<file path="src/rtl/spi_master_pkg.sv">
package spi_master_pkg;
  localparam int CTRL_W    = 32;
  localparam int SCR_LSB   = 8;
  localparam int PHASE_BIT = 7;
  localparam int POL_BIT   = 6;

  // strobes from control to datapath, one cycle each
  typedef struct packed {
    logic load;
    logic capture;
    logic shift;
    logic finish;
  } spiStrobe_t;
endpackage

</file>
<file path="src/rtl/spi_master_ctrl.sv">
module spi_master_ctrl
  import spi_master_pkg::*;
#(
  parameter int DATA_W = 16,
  parameter int PRE_W  = 8,
  parameter int SCR_W  = 8,
  localparam int DSS_W = $clog2(DATA_W),
  localparam int CNT_W = $clog2(DATA_W + 1),
  localparam int EV_W  = $clog2(2 * DATA_W + 2)
) (
  input  logic             clk,
  input  logic             rstN,
  input  logic [SCR_W-1:0] scrIn,
  input  logic             phaseIn,
  input  logic             polIn,
  input  logic [DSS_W-1:0] dssIn,
  input  logic [PRE_W-1:0] prescaleIn,
  input  logic             start,
  output spiStrobe_t       strobe,
  output logic [CNT_W-1:0] loadBits,
  output logic             busy,
  output logic             csN,
  output logic             sclk
);
  logic [PRE_W-2:0] livePreHalf, preHalfL, preCnt;
  logic [SCR_W-1:0] scrL, scrCnt;
  logic [CNT_W-1:0] nBitsL, capCnt;
  logic [EV_W-1:0]  evCnt, evNext, lastEdge;
  logic             phaseL, polL;
  logic             tick, halfEv, edgeEv, endEv, isCap;

  // even prescale halved, floor of one
  assign livePreHalf = (prescaleIn[PRE_W-1:1] == '0) ? (PRE_W-1)'(1)
                                                     : prescaleIn[PRE_W-1:1];
  assign loadBits = (dssIn < DSS_W'(3)) ? CNT_W'(4) : CNT_W'(dssIn) + CNT_W'(1);

  assign tick     = (preCnt == preHalfL - (PRE_W-1)'(1));
  assign halfEv   = busy && tick && (scrCnt == scrL);
  assign evNext   = evCnt + EV_W'(1);
  assign lastEdge = {EV_W'(nBitsL), 1'b0} >> 0;
  assign edgeEv   = halfEv && (evNext <= EV_W'(2) * EV_W'(nBitsL));
  assign endEv    = halfEv && (evNext > EV_W'(2) * EV_W'(nBitsL));
  assign isCap    = evNext[0] ^ phaseL;

  always_comb begin
    strobe.load    = !busy && start;
    strobe.capture = edgeEv && isCap;
    strobe.shift   = edgeEv && !isCap && (capCnt != '0) && (capCnt < nBitsL);
    strobe.finish  = endEv;
  end

  always_ff @(posedge clk) begin
    if (!rstN) begin
      busy <= 1'b0; csN <= 1'b1; sclk <= 1'b0;
      phaseL <= 1'b0; polL <= 1'b0; scrL <= '0; preHalfL <= '0; nBitsL <= '0;
      preCnt <= '0; scrCnt <= '0; evCnt <= '0; capCnt <= '0;
    end else if (!busy) begin
      sclk <= polIn;
      if (start) begin
        busy <= 1'b1; csN <= 1'b0;
        phaseL <= phaseIn; polL <= polIn; scrL <= scrIn;
        preHalfL <= livePreHalf; nBitsL <= loadBits;
        preCnt <= '0; scrCnt <= '0; evCnt <= '0; capCnt <= '0;
      end
    end else begin
      if (tick) begin
        preCnt <= '0;
        scrCnt <= (scrCnt == scrL) ? '0 : scrCnt + SCR_W'(1);
      end else begin
        preCnt <= preCnt + (PRE_W-1)'(1);
      end
      if (halfEv) evCnt <= evNext;
      if (edgeEv) sclk <= ~sclk;
      if (strobe.capture) capCnt <= capCnt + CNT_W'(1);
      if (endEv) begin
        busy <= 1'b0; csN <= 1'b1; sclk <= polL;
      end
    end
  end

  logic unusedLast;
  assign unusedLast = ^lastEdge;
endmodule

</file>
<file path="src/rtl/spi_master_dp.sv">
module spi_master_dp
  import spi_master_pkg::*;
#(
  parameter int DATA_W = 16,
  localparam int CNT_W = $clog2(DATA_W + 1)
) (
  input  logic              clk,
  input  logic              rstN,
  input  spiStrobe_t        strobe,
  input  logic [CNT_W-1:0]  loadBits,
  input  logic [DATA_W-1:0] txData,
  input  logic              miso,
  input  logic              busy,
  output logic              mosi,
  output logic [DATA_W-1:0] rxData
);
  logic [DATA_W-1:0] txShift, rxShift;
  logic [CNT_W-1:0]  alignAmt;

  assign alignAmt = CNT_W'(DATA_W) - loadBits;
  assign mosi     = busy & txShift[DATA_W-1];

  always_ff @(posedge clk) begin
    if (!rstN) begin
      txShift <= '0; rxShift <= '0; rxData <= '0;
    end else begin
      if (strobe.load) begin
        txShift <= txData << alignAmt;
        rxShift <= '0;
      end
      if (strobe.shift)   txShift <= {txShift[DATA_W-2:0], 1'b0};
      if (strobe.capture) rxShift <= {rxShift[DATA_W-2:0], miso};
      if (strobe.finish)  rxData  <= rxShift;
    end
  end
endmodule

</file>
<file path="src/rtl/spi_master_div.sv">
module spi_master_div
  import spi_master_pkg::*;
#(
  parameter int DATA_W = 16,
  parameter int PRE_W  = 8,
  parameter int SCR_W  = 8
) (
  input  logic              clk,
  input  logic              rstN,
  input  logic [CTRL_W-1:0] ctrlWord,
  input  logic [PRE_W-1:0]  prescale,
  input  logic              start,
  input  logic [DATA_W-1:0] txData,
  output logic [DATA_W-1:0] rxData,
  output logic              busy,
  output logic              sclk,
  output logic              mosi,
  input  logic              miso,
  output logic              csN
);
  localparam int DSS_W = $clog2(DATA_W);
  localparam int CNT_W = $clog2(DATA_W + 1);

  spiStrobe_t       strobe;
  logic [CNT_W-1:0] loadBits;
  logic             unusedBits;

  assign unusedBits = ^{ctrlWord[CTRL_W-1:SCR_LSB+SCR_W], ctrlWord[POL_BIT-1:DSS_W]};

  spi_master_ctrl #(.DATA_W(DATA_W), .PRE_W(PRE_W), .SCR_W(SCR_W)) ctrl_i (
    .clk(clk), .rstN(rstN),
    .scrIn(ctrlWord[SCR_LSB +: SCR_W]),
    .phaseIn(ctrlWord[PHASE_BIT]), .polIn(ctrlWord[POL_BIT]),
    .dssIn(ctrlWord[DSS_W-1:0]), .prescaleIn(prescale), .start(start),
    .strobe(strobe), .loadBits(loadBits), .busy(busy), .csN(csN), .sclk(sclk)
  );

  spi_master_dp #(.DATA_W(DATA_W)) dp_i (
    .clk(clk), .rstN(rstN), .strobe(strobe), .loadBits(loadBits),
    .txData(txData), .miso(miso), .busy(busy), .mosi(mosi), .rxData(rxData)
  );
endmodule

</file>
<file path="config.mk">
export PLATFORM = sky130hd
export DESIGN_NAME = spi_master_div
export DESIGN_NICKNAME = d
export VERILOG_FILES = /design/src/rtl/spi_master_pkg.sv /design/src/rtl/spi_master_ctrl.sv /design/src/rtl/spi_master_dp.sv /design/src/rtl/spi_master_div.sv
export SDC_FILE = /design/constraint.sdc
export NUM_CORES = 1
export LEC_CHECK = 0
export BUFFER_PORTS_ARGS = -buffer_cell sky130_fd_sc_hd__buf_4
export CAP_MARGIN = 20
export CORE_MARGIN = 1.5
export CORE_UTILIZATION = 60
export CTS_CLUSTER_DIAMETER = 100
export DETAILED_ROUTE_END_ITERATION = 6
export PLACE_DENSITY = 0.83
export REMOVE_ABC_BUFFERS = 1
export SLEW_MARGIN = 20
export SYNTH_ARGS = -nofsm -noshare
export SYNTH_HDL_FRONTEND = slang
export SYNTH_SLANG_ARGS = --single-unit
</file>
<file path="constraint.sdc">
create_clock -name clk -period 6.5 [get_ports clk]
set_input_delay 0.325 -clock clk [delete_from_list [all_inputs] [get_ports clk]]
set_output_delay 0.325 -clock clk [all_outputs]
set_load 0.01 [all_outputs]
</file>
Yosys cells after proc, flatten, opt, wreduce, memory -nomap -nowiden:

Index checks and enable logic that the tools add are counted.

* register bits: 99
* latch bits: 0
* RAM bits: 0
* ROM bits: 0
* input bits: 60
* output and inout port bits: 20
* logic and storage cells: 90
* memories kept: 0

* add/subtract/negate cells: 7
* multiply operators: 0
* divide/modulo/power cells: 0
* $lt $le $gt $ge: 4
* eq/ne operators: 7
* shifts and indexed selects: 1
* muxes and demuxes: 28
* bitwise operators: 5
* reduce and logical (&&, ||, !) cells: 22

Operators with widths (count)
* $mux W16: 4
* $mux W8: 4
* $mux W7: 4
* $mux W5: 4
* $mux W6: 3
* $shl A16 B5 Y16: 1
* $reduce_and A2 Y1: 5
* $logic_and A1 B1 Y1: 9
* $mux W1: 9
* $add A8 B1 Y8 const B: 1
* $eq A8 B8 Y1: 1
* $add A7 B1 Y7 const B: 1
* $eq A7 B7 Y1: 1
* $logic_not A7 Y1: 1
* $sub A7 B1 Y7 const B: 1
* $add A6 B1 Y6 const B: 1
* $gt A6 B6 Y1: 1
* $le A6 B6 Y1: 1
* $ne A2 B2 Y1 const B: 3
* $reduce_bool A2 Y1: 3
* $add A4 B1 Y5 const B: 1
* $add A5 B1 Y5 const B: 1
* $lt A5 B5 Y1: 1
* $reduce_bool A5 Y1: 1
* other kinds (9): 12

Depth between registers and ports, before layout:

Gate-level depths: netlist of the first run.

* depth in word-level cells: 9
* depth in mapped cells: 13
* mapped depth without buffers: 11

Cells and area by module:

A second synthesis of the first run with hierarchy kept.

* cell total of the unflattened synthesis: 650
* area, all modules: 5611.6 µm²

By module, submodules not included
* spi_master_ctrl: times used 1, cells an instance 369, area each 3000.4 µm², seq. area each 1021.0 µm²
* spi_master_dp: times used 1, cells an instance 281, area each 2611.3 µm², seq. area each 960.9 µm²

Worst setup path before layout of the first run:

No wires, ideal clock.

* kind: input-to-reg
* start: input port ctrlWord[0]
* end: register dp_i.txShift[14]
* setup time: 0.083 ns
* data arrival time: 3.311 ns
* data required time: 6.417 ns
* path slack: 3.107 ns
* cell stages on the path: 12
* path buffers: 2
* cell sequence: ha_1 > nor3_1 > nor2_2 > buf_2 > inv_1 > ha_1 > a21o_1 > o211ai_1 > clkbuf_1 > mux4_2 > o22a_1 > o221ai_1

* longest elaborated chain between the ends: 6
* elaborated cells between the ends (all ways): 7
* classes of those cells: add/sub (2); order compare (1); shift (1); mux (3)

Ends and longest elaborated chain
* start: declaration: RTL line spi_master_div.sv:10 `input logic [CTRL_W-1:0] ctrlWord,`
* $add A4 B1 Y5 or $lt A4 B2 Y1 (tied branches): RTL line spi_master_ctrl.sv:35 `assign loadBits = (dssIn < DSS_W'(3)) ? CNT_W'(4) : CNT_W'(dssIn) + CNT_W'(1);`
* $mux W5 (*): RTL line spi_master_ctrl.sv:35
* $sub A5 B5 Y5 (*): RTL line spi_master_dp.sv:20 `assign alignAmt = CNT_W'(DATA_W) - loadBits;`
* $shl A16 B5 Y16 (*): RTL line spi_master_dp.sv:28 `txShift <= txData << alignAmt;`
* $mux W16 (*): RTL line spi_master_dp.sv:27 `if (strobe.load) begin`
* $mux W16 (*): RTL line spi_master_dp.sv:31 `if (strobe.shift) txShift <= {txShift[DATA_W-2:0], 1'b0};`
* end signal: assignment: RTL line spi_master_dp.sv:28
* end signal: assignment: RTL line spi_master_dp.sv:31
* end: declaration: RTL line spi_master_dp.sv:17 `logic [DATA_W-1:0] txShift, rxShift;`

Every way passes the cells marked *; elsewhere a longest branch is shown, timed or not. The select of a mux whose other input is x is not followed.
A chain may end at the register's enable or synchronous reset.

Worst setup path in the final report of the first run:

* start: input port ctrlWord[0]
* end: register dp_i.txShift[13]

The elaborated chain is that of the path after synthesis.

==> metrics.md, run 1 <==
| Metric | Value |
|---|---|
| Cell at the root of the clock tree | clkbuf_8 |
| Leak | between 2 and 2.5 nW |
| # Post-CTS Setup Buffers | 0 |
| Comb pwr share | 19.6% |
| R2R Path Start | ctrl_i.evCnt[0] |
| Final setup viols | 0 |
| Post-Syn Instances | 683 |
| Starting Density | 62.3% |
| Most common cell after layout, fill and taps aside | dfxtp_1 |
| RR Endpoint | ctrl_i.sclk |
| Synth cell types | 70 |
| Nets@finish | between 700 and 800 |
| Max-cap violations | 0 |
| Slew Viols, Final | 0 |
| Critical path fanouts, max | 18 |
| Slew @ Worst Pin | between 1 and 1.5 ns |
| # fillers | 755 |
| Area of the multi-input gates | between 3000 and 4000 sq um |
| Critical Path Slowest Stage Cell | o211ai_1 |
| Area delta synth->final | 11.8% |
| Switching share of power | 29.4% |
| Count of input and output buffers | 60 |
| Fmax | 274 MHz |
| DRC | 0 |
| H-tree depth | 3 |
| Final global-route overflow total | 0 |
| First-pass DRT Iterations | 5 |
| Clock skew | 0.00777 ns |
| Hold WC Path Type | input port to flop |
| Post_cts resized | 0 |
| Psw | 0.387 mW |
| GPL Wtd Cong | 0.971 |
| Final hold slack | 0.187 ns |
| TritonCTS clock tree | yes |
| Final WL | 14200 um |
| Status | finished, final reports clean |
| Antenna cells | 0 |
| Clock power share | 32.1% |
| Max incr delay on CP | 0.81 ns |
| Period minus WS final | 3.65 ns |
| Post-synthesis sequential area ratio | 34.1% |
| Clk sinks | 99 |
| Worst skew pair latency | 0.38 ns |
| Num CTS Buffers | 9 |
| Dpl ws | between 2 and 2.5 ns |
| CP Capture Type | flop |
| CP Launch Type | input port |
| Slew margin rel. | a little under a third |
| First-pass GRT wire length | 22900 um |
| Seq. cell area | 1980 sq um |
| CTS hold repair buffers | 0 |
| # IOs | 80 |
| Antenna Nets Post-Route | 0 |
| Setup TNS | 0 ns |
| Full die area | just over 10000 sq um |
| Int Pwr | 0.929 mW |
| Largest net degree at the start of global routing | 50 |
| Fin. Hold Viols | 0 |
| CTS Buffer Depth | 2 |
| Drt wl/cell | 16.7 um |
| Layout cells sized above 1 | 19.2% |
| FP Rows | 35 |
| Peak VDD IR | about 0.19 mV |
| Yosys warnings | 0 |
| Via Count | 5405 |
| Initial antenna violation count | 0 |
| Core ar. | 9330 sq um |
| Total power | 1.32 mW |
| Period Utilization, post-route | 56.2% |
| Crit path to | dp_i.txShift[13] |
| Data required time of the worst path | 6.80 ns |
| R2R depth | 10 |
| Sequential share of power | 48.4% |
| Initial DRC count | 332 |
| Worst setup startpoint | ctrlWord[0] |
| Cell Pwr Density | 203 nW/um^2 |
| Global Route Usage Sum | 27.7% |
| Reg clk slew, reported paths | ~0.090 ns |
| Commonest non-fill, non-tap cells in the layout | dfxtp_1 (99), nand2_1 (94), buf_4 (68) |
| Dpl hpwl | just under 10000 um |
| Vias in the first global route | 5032 |
| Via density | 6.37 |
| Util after Layout | a little under 70% |
| #FFs+latches synth | approximately 100 |
| Crit-path cells | buf_4, ha_1, nor3_1, nor2_2, buf_4, inv_1, ha_1, a21o_1, o211ai_1, mux2_2, o21ai_0, a22oi_1, a31oi_1 |
| Synth Cell Area | approximately 5800 sq um |
| Syn Area/Cell | 8.50 sq um |
| Critical path class | input port to flop |
| Ys async rst share | 0% |
| Unrepaired setup endpoints after global routing | false |
| Arr. time, crit path | ~4 ns |
| Reg2Reg Setup Slack | about 3.0 ns |
| Primary FF master, synth | dfxtp_1 |
| Post-layout worst setup margin | 2.85 ns |
| Post-synth EDFFs | 0 |
| Die W | 101 um |
| Die Span Y | 101 um |
==> synth_stat cells (3+ instances only) <==
cell type / count / area (sq um)
and3_1: 7 / 43.8
buf_2: 7 / 35.0
nor3_1: 11 / 55.1
nand4_1: 14 / 87.6
nand3_2: 10 / 100
nor2_1: 17 / 63.8
mux2i_1: 11 / 110
xnor2_1: 20 / 175
nand2b_1: 6 / 37.5
o21a_1: 3 / 22.5
a22oi_1: 6 / 45.0
a211oi_1: 8 / 60.1
nor4b_1: 3 / 26.3
o221ai_1: 6 / 52.6
and4_1: 3 / 26.3
dfxtp_1: 99 / 1980
nor3b_1: 5 / 37.5
nand2_1: 95 / 357
nor2b_1: 8 / 50.1
a21o_1: 6 / 45.0
a31oi_1: 10 / 62.6
a32oi_1: 3 / 26.3
clkbuf_1: 33 / 124
mux4_2: 14 / 315
and2_1: 13 / 81.3
buf_1: 4 / 15.0
xor2_1: 4 / 35.0
o211a_1: 5 / 50.1
a21oi_1: 67 / 335
inv_1: 17 / 63.8
o21ai_0: 32 / 160
o211ai_1: 10 / 75.1
o311ai_0: 6 / 52.6
or3_1: 7 / 43.8
nand3_1: 37 / 185
ha_1: 17 / 213
a21oi_2: 10 / 87.6
mux2_2: 6 / 67.6
==> routing by layer <==
| metal | part of all wire [%] | up-vias | wire length [um] | track usage (%) |
|---|---|---|---|---|
| li1 | - | 2590 | - | - |
| met1 | 41 | 2618 | 5890 | 33.9 |
| met2 | 52 | 168 | 7330 | 49.4 |
| met3 | 5.0 | 29 | 713 | 4.62 |
| met4 | 1.8 | 0 | 260 | 9.40 |
| met5 | 0 | - | 0 | 0 |
==> registers in the layout (all words and copies together), names as in the netlist, 6 cells and up <==
| name | count |
|---|---|
| dp_i.rxData | 16 |
| dp_i.txShift | 16 |
| ctrl_i.scrL | 8 |
| ctrl_i.scrCnt | 8 |
| ctrl_i.preCnt | 7 |
| dp_i.rxShift | 16 |
| ctrl_i.evCnt | 6 |
| ctrl_i.preHalfL | 7 |
==> cell families after synthesis <==
group                    count (synthesis)  synth area share [%]
AND/OR/NAND/NOR                        250                  22.9
flip-flops                              99                  34.1
buffers and inverters                   64                  4.61
adder cells (fa/ha/maj)                 17                  3.66
multiplexers                            31                  8.49
XOR/XNOR                                24                  3.62
AO/OA/AOI/OAI                          198                  22.6
==> power groups by stage <==
| stage | Combinational (mW) | Sequential [mW] | Clock [mW] |
|---|---|---|---|
| after floorplan | 0.170 | 0.647 | 0 |
| after global placement | 0.243 | 0.649 | 0 |
| after detailed placement | 0.253 | 0.650 | 0 |
| after CTS | 0.254 | 0.636 | 0.428 |
| after global routing | 0.278 | 0.638 | 0.449 |
| final | 0.258 | 0.637 | 0.422 |
==> through the flow <==
| step | area (sq um) | std cells |
|---|---|---|
| final | 6490 | 849 |
| after floorplan | 5600 | 636 |
| after global placement | 6280 | 832 |
| after CTS | 6490 | 849 |
| after global routing | 6490 | 849 |
| after detailed placement | 6280 | 833 |
==> critical path: cells and delay by family <==
family	cells	cell delay (ns)
compound gates	5	1.61
fa+ha+maj	2	0.73
mux	1	0.42
simple gates	2	0.34
buf+inv	3	0.55
==> layout make-up <==
type / count / share of cell area [%]
Multi-Input combinational cell: 520 / 54.9
Inverter: 17 / 0.983
Clock inverter: 5 / 1.04
Timing Repair Buffer: 68 / 7.86
Clock buffer: 11 / 2.18
Sequential cell: 99 / 30.5
Tap cell: 129 / 2.49
==> worst min path at each step <==
| stage | start | endpoint | cells past startpoint |
|---|---|---|---|
| floorplan | ctrl_i.polL | ctrl_i.polL | 2 |
| global placement | ctrl_i.polL | ctrl_i.polL | 2 |
| detailed placement | ctrl_i.nBitsL[4] | ctrl_i.nBitsL[4] | 2 |
| CTS | ctrlWord[15] | ctrl_i.scrL[7] | 3 |
| global route | ctrlWord[14] | ctrl_i.scrL[6] | 3 |
| finish | ctrlWord[15] | ctrl_i.scrL[7] | 3 |
No activity file was read; power rests on OpenSTA's default activity.
==> inputs of run 2 (changes only) <==
Settings changed: CORE_UTILIZATION 60 to 53, PLACE_DENSITY 0.83 to 0.77.
Clock period 6.5 ns to 3.02 ns, I/O delays scaled along.
==> metrics.md, run 2 (synthesized netlist as in run 1, its figures left out) <==
| Metric | Value |
|---|---|
| Status | finished, final reports clean |
| CP Capture Type | flop |
| Total power | roughly 2.8 mW |
| Count of input and output buffers | 60 |
| Hold Path Stages | 3 |
| Drt wl/cell | 15.8 um |
| Largest net degree at the start of global routing | 53 |
| Slew @ Worst Pin | 0.940 ns |
| Dpl hpwl | 9880 um |
| Reg clk slew, reported paths | 0.10 ns |
| Stages on worst setup path | 11 |
| Via density | 6.11 |
| Final WL | 13900 um |
| Clock skew | 0.0152 ns |
| Final global-route overflow total | 0 |
| Crit-path cells | ha_1, nand3_1, xnor2_1, ha_1, and4_1, a31oi_1, o31a_1, and4_1, buf_6, nand2_1, a21oi_1 |
| Initial antenna violation count | 0 |
| Critical Path Slowest Stage Cell | dfxtp_1 |
| CP delay by family, top | compound AO/OA/AOI/OAI gates |
| # IOs | 80 |
| Period Utilization, post-route | 93.2% |
| Post-layout worst setup margin | 0.205 ns |
| Nets@finish | a little over 800 |
| Final hold slack | 0.0153 ns |
| First-pass DRT Iterations | 5 |
| Slew margin rel. | 37.4% |
| Arr. time, crit path | 3.13 ns |
| Hold Crit Start | ctrlWord[7] |
| GPL Wtd Cong | 0.915 |
| Slew Viols, Final | 0 |
| Antenna Nets Post-Route | 0 |
| Commonest non-fill, non-tap cells in the layout | dfxtp_1 (99), nand2_1 (94), buf_4 (86) |
| H-tree depth | 3 |
| TritonCTS clock tree | yes |
| Area after DPL | 6430 sq um |
| DRC | 0 |
| Area delta synth->final | 14.4% |
| Reg2Reg Setup Slack | 0.21 ns |
| Dpl ws | 0.137 ns |
| Fin. Hold Viols | 0 |
| Global Route Usage Sum | 24.5% |
| Data required time of the worst path | 3.33 ns |
| Full die area | around 12000 sq um |
| Leak | about 2.4 nW |
| Max incr delay on CP | 0.44 ns |
| Worst skew pair latency | 0.38 ns |
| Num CTS Buffers | 9 |
| Cell at the root of the clock tree | clkbuf_8 |
| Most common cell after layout, fill and taps aside | dfxtp_1 |
| Clk sinks | 99 |
| WHS Endpoint | ctrl_i.phaseL |
| Hold WC Path Type | input port to flop |
| CTS Buffer Depth | 2 |
| R2R Path Start | ctrl_i.evCnt[0] |
| Layout cells sized above 1 | 21.4% |
| FP Rows | 38 |
| Via Count | about 5400 |
| Die W | 108 um |
| Peak VDD IR | 0.231 mV |
| Final Cell Area | around 6600 sq um |
| Critical path fanouts, max | 18 |
| RR Endpoint | dp_i.rxData[12] |
| Max-cap violations | 0 |
| CTS hold repair buffers | 0 |
| Final setup viols | 0 |
| Initial DRC count | 336 |
| CP Launch Type | flop |
| Placed Cells incl. Taps | 862 |
| Largest regs | dp_i.rxData x16, dp_i.rxShift x16, dp_i.txShift x16 |
| Die Span Y | 108 um |
| Critical path class | flop to flop |
| Fmax | 355 MHz |
| Starting Density | 54.0% |
| Period minus WS final | ~2.8 ns |
| Core ar. | 10700 sq um |
| Crit path buf inv count | 1 |
| Antenna cells | 0 |
| Final Instance Count excl. Fillers | 880 |
| First-pass GRT wire length | 22900 um |
| Vias in the first global route | between 4000 and 5000 |
| R2R depth | 11 |
| Cell Pwr Density | about 420 nW/um^2 |
==> run 2: changes by cell type in the layout (fill, tap and decap cells not counted), sizes merged <==
| cell | previous run | this run |
|---|---|---|
| buf | 68 | 88 |
| clkinv | 0 | 2 |
| inv | 21 | 19 |
| bufinv | 1 | 0 |
| clkinvlp | 0 | 1 |
==> run 2: worst max-delay path by stage <==
| stage | startpoint | end | slack [ns] |
|---|---|---|---|
| after floorplan | ctrlWord[0] | dp_i.txShift[15] | -0.60 |
| after global placement | ctrlWord[1] | dp_i.txShift[14] | 0.20 |
| after detailed placement | ctrlWord[1] | dp_i.txShift[14] | 0.14 |
| after CTS | ctrl_i.evCnt[0] | dp_i.rxData[12] | 0.12 |
| after global routing | ctrl_i.evCnt[0] | ctrl_i.capCnt[3] | -0.005 |
| final | ctrl_i.evCnt[0] | dp_i.rxData[12] | 0.21 |
==> run 2: repair_timing <==
action / 4_1_cts / 5_1_grt
resized for setup: 0 / 2
setup endpoints to repair: 0 / 31
hold endpoints to repair: 0 / 0
buffers inserted: 0 / 2
==> run 2: stage by stage <==
step	utilization, %	TNS [ns]
finish	61.8	0
global route	61.8	-0.00500
CTS	61.6	0
detailed placement	59.9	0
global placement	59.9	0
floorplan	-	-4.90
==> run 2: worst register-to-register path: stages (launching register included) <==
cell and delay (ns):
dfxtp_1 0.44, ha_1 0.24, nand3_1 0.11, xnor2_1 0.21
ha_1 0.27, and4_1 0.18, a31oi_1 0.26, o31a_1 0.31
and4_1 0.30, buf_6 0.21, nand2_1 0.08, a21oi_1 0.15
==> run 2: power by group <==
part,leakage [nW],total [mW],internal (mW),switching (mW)
clock,0.0920,0.824,0.334,0.490
sequential,0.803,1.37,1.34,0.0293
combinational,1.50,0.575,0.260,0.315
==> run 2: per-layer routing <==
metal  track usage, %  wire [um]  share of wire, %
met1             30.9       6130                44
met2             42.6       6950                50
met3             4.54        601               4.3
met4             7.05        211               1.5
met5                0          0                 0
==> run 2: cell type report <==
type / instances / area, sq um
Multi-Input combinational cell: 520 / 3570
Sequential cell: 99 / 1980
Clock buffer: 11 / 141
Inverter: 17 / 63.8
Fill cell: 959 / 4100
Clock inverter: 5 / 45.0
Timing Repair Buffer: 88 / 668
Tap cell: 140 / 175
==> inputs of run 3 (changes only) <==
Settings changed: CELL_PAD_IN_SITES_DETAIL_PLACEMENT from default to 1, CELL_PAD_IN_SITES_GLOBAL_PLACEMENT from default to 2, CORE_UTILIZATION 53 to 31, CTS_CLUSTER_DIAMETER 100 to default, PLACE_DENSITY 0.77 to default, PLACE_DENSITY_LB_ADDON from default to 0.1, SYNTH_HIERARCHICAL from default to 1.
==> metrics.md, run 3 <==
| Metric | Value |
|---|---|
| Status | finished, final reports clean |
| Via Count | 4849 |
| Die W | 138 um |
| Antenna cells | 0 |
| Slew Viols, Final | 0 |
| Vias in the first global route | a little under 5000 |
| TritonCTS clock tree | yes |
| Arr. time, crit path | 3.11 ns |
| #FFs+latches synth | just under 100 |
| Top-count cell post-synth | dfxtp_1 |
| Core ar. | 17800 sq um |
| Final global-route overflow total | 0 |
| Worst skew pair latency | 0.35 ns |
| Setup TNS | 0 ns |
| Post-Syn Instances | between 600 and 700 |
| Count of input and output buffers | 60 |
| DRC | 0 |
| Post-synthesis sequential area ratio | 35.3% |
| Fin. Hold Viols | 0 |
| Initial antenna violation count | 0 |
| Period Utilization, post-route | a little over nine tenths |
| Leak | 2.67 nW |
| H-tree depth | 3 |
| Die Span Y | 138 um |
| R2R depth | 14 |
| Hold WC Path Type | input port to flop |
| Global Route Usage Sum | 16.2% |
| Num CTS Buffers | 9 |
| Final setup viols | 0 |
| Initial DRC count | 210 |
| Commonest non-fill, non-tap cells in the layout | dfxtp_1 (96), buf_4 (91), nand2_1 (75) |
| Period minus WS final | ~2.9 ns |
| First-pass DRT Iterations | 6 |
| CP Launch Type | flop |
| Clock skew | 0.00859 ns |
| Final Instance Count excl. Fillers | around 950 |
| Cell at the root of the clock tree | clkbuf_16 |
| Starting Density | 31.5% |
| Max-cap violations | 0 |
| First-pass GRT wire length | 24400 um |
| Area delta synth->final | 22.6% |
| Slew @ Worst Pin | 0.749 ns |
| Synth top cells by count | dfxtp_1 (99), nand2_1 (75), a21oi_1 (66) |
| Most common cell after layout, fill and taps aside | dfxtp_1 |
| Leading area contributor after synthesis | dfxtp_1 |
| Largest cells by area after synthesis | dfxtp_1 (35%), mux2i_1 (7.5%), a21oi_1 (5.9%) |
| Layout cells sized above 1 | about a fifth |
| Largest net degree at the start of global routing | 43 |
| Synth cell types | 64 |
| Antenna Nets Post-Route | 0 |
| Peak VDD IR | 0.335 mV |
| Fmax | 349 MHz |
| # IOs | 80 |
| Full die area | 18900 sq um |
| Yosys warnings | 6 |
| Data required time of the worst path | 3.27 ns |
| Critical path fanouts, max | 8 |
| Critical path class | flop to flop |
| Cell Pwr Density | approximately 470 nW/um^2 |
| Nets@finish | roughly 800 |
| Syn Area/Cell | 8.63 sq um |
| Drt wl/cell | approximately 16 um |
| Clk sinks | 99 |
| Slew margin rel. | about half |
| FP Rows | 49 |
| Final WL | 14800 um |
| Dpl hpwl | 10700 um |
| Via density | about 5 |
| Reg clk slew, reported paths | 0.07 ns |
| Placed Cells incl. Taps | 929 |
| CTS hold repair buffers | 0 |
| Synth Cell Area | around 5600 sq um |
| GPL Wtd Cong | 0.769 |
| Ys async rst share | 0% |
| Post-synth EDFFs | 0 |
| Yosys top cell area share | 35.3% |
| Largest regs | dp_i/rxData x16, dp_i/rxShift x16, dp_i/txShift x16 |
| CP Capture Type | flop |
| Primary FF master, synth | dfxtp_1 |
| CTS Buffer Depth | 2 |
| Hold Path Stages | 3 |
==> run 3: cell count changes after synthesis, moves of 9 or more <==
cell	change
nor2_1	+34
mux2i_1	+31
nor3b_1	+26
nand2_1	-20
o21ai_0	-18
nand3_1	-17
mux4_2	-12
a21oi_2	-10
clkbuf_1	-10
nand3_2	-10
and2_1	-9
==> run 3: final timing paths <==
path,end,from,slack [ns]
max,dp_i/txShift[11],ctrl_i/evCnt[0],0.15
min,ctrl_i/scrL[2],ctrlWord[10],0.06
max reg2reg,dp_i/txShift[11],ctrl_i/evCnt[0],0.15
min reg2reg,ctrl_i/nBitsL[1],ctrl_i/nBitsL[1],0.46
==> run 3: cell type report <==
type                            instances  area [sq um]
Tap cell                              229           287
Clock inverter                          6           113
Inverter                               17          63.8
Sequential cell                        99          1990
Fill cell                            2103         11000
Multi-Input combinational cell        494          3470
Clock buffer                           10           229
Timing Repair Buffer                   94           734
==> run 3: logic make-up after synthesis <==
logic type,count (synthesis),share of synthesized area [%]
DFF,99,35.3
buffers and inverters,57,4.64
and+or+nand+nor,264,25.5
xor gates and xnor gates,29,4.79
AOI/OAI and AO/OA,132,14.7
muxes,52,11.3
adders and majority gates,17,3.79
==> run 3: what timing repair did <==
action,4_1_cts,5_1_grt
resized for setup,0,22
hold endpoints to repair,0,0
buffers inserted,0,4
setup endpoints to repair,0,33
==> run 3: routing by layer <==
layer / vias to the layer above / wire, um / share of wire (%) / GRT usage, %
met5: - / 0 / 0 / 0
met4: 0 / 187 / 1.3 / 4.56
met3: 13 / 436 / 3.0 / 2.72
met2: 56 / 7030 / 48 / 27.4
met1: 2347 / 7110 / 48 / 21.3
li1: 2433 / - / - / -
==> run 3: critical path: stages, from the launching register on <==
cell	delay, ns
dfxtp_2	0.33
ha_2	0.19
nor2b_1	0.13
or2_4	0.23
ha_4	0.21
nor2b_1	0.13
o21bai_1	0.16
a21oi_2	0.09
nor4_2	0.32
and3_4	0.25
buf_6	0.12
nor3b_1	0.05
a21oi_1	0.20
o211ai_1	0.13
and3_1	0.21
==> run 3: through the flow <==
step	util [%]	setup slack (ns)	hold slack, ns	cell area, sq um	total power, mW
after detailed placement	35.9	0.0668	0.416	6400	1.94
after CTS	37.8	0.0408	0.0382	6740	3.29
after global routing	38.6	-0.0485	0.0492	6880	3.40
final	38.6	0.151	0.0556	6880	3.25
after global placement	35.9	0.0800	0.383	6400	1.93
after floorplan	-	-0.389	0.267	5420	1.73
==> run 3: where the power goes <==
part	switching [mW]	leakage, nW	internal [mW]	total (mW)
clock	0.519	0.167	0.814	1.33
combinational	0.305	1.70	0.240	0.545
sequential	0.0265	0.804	1.34	1.37
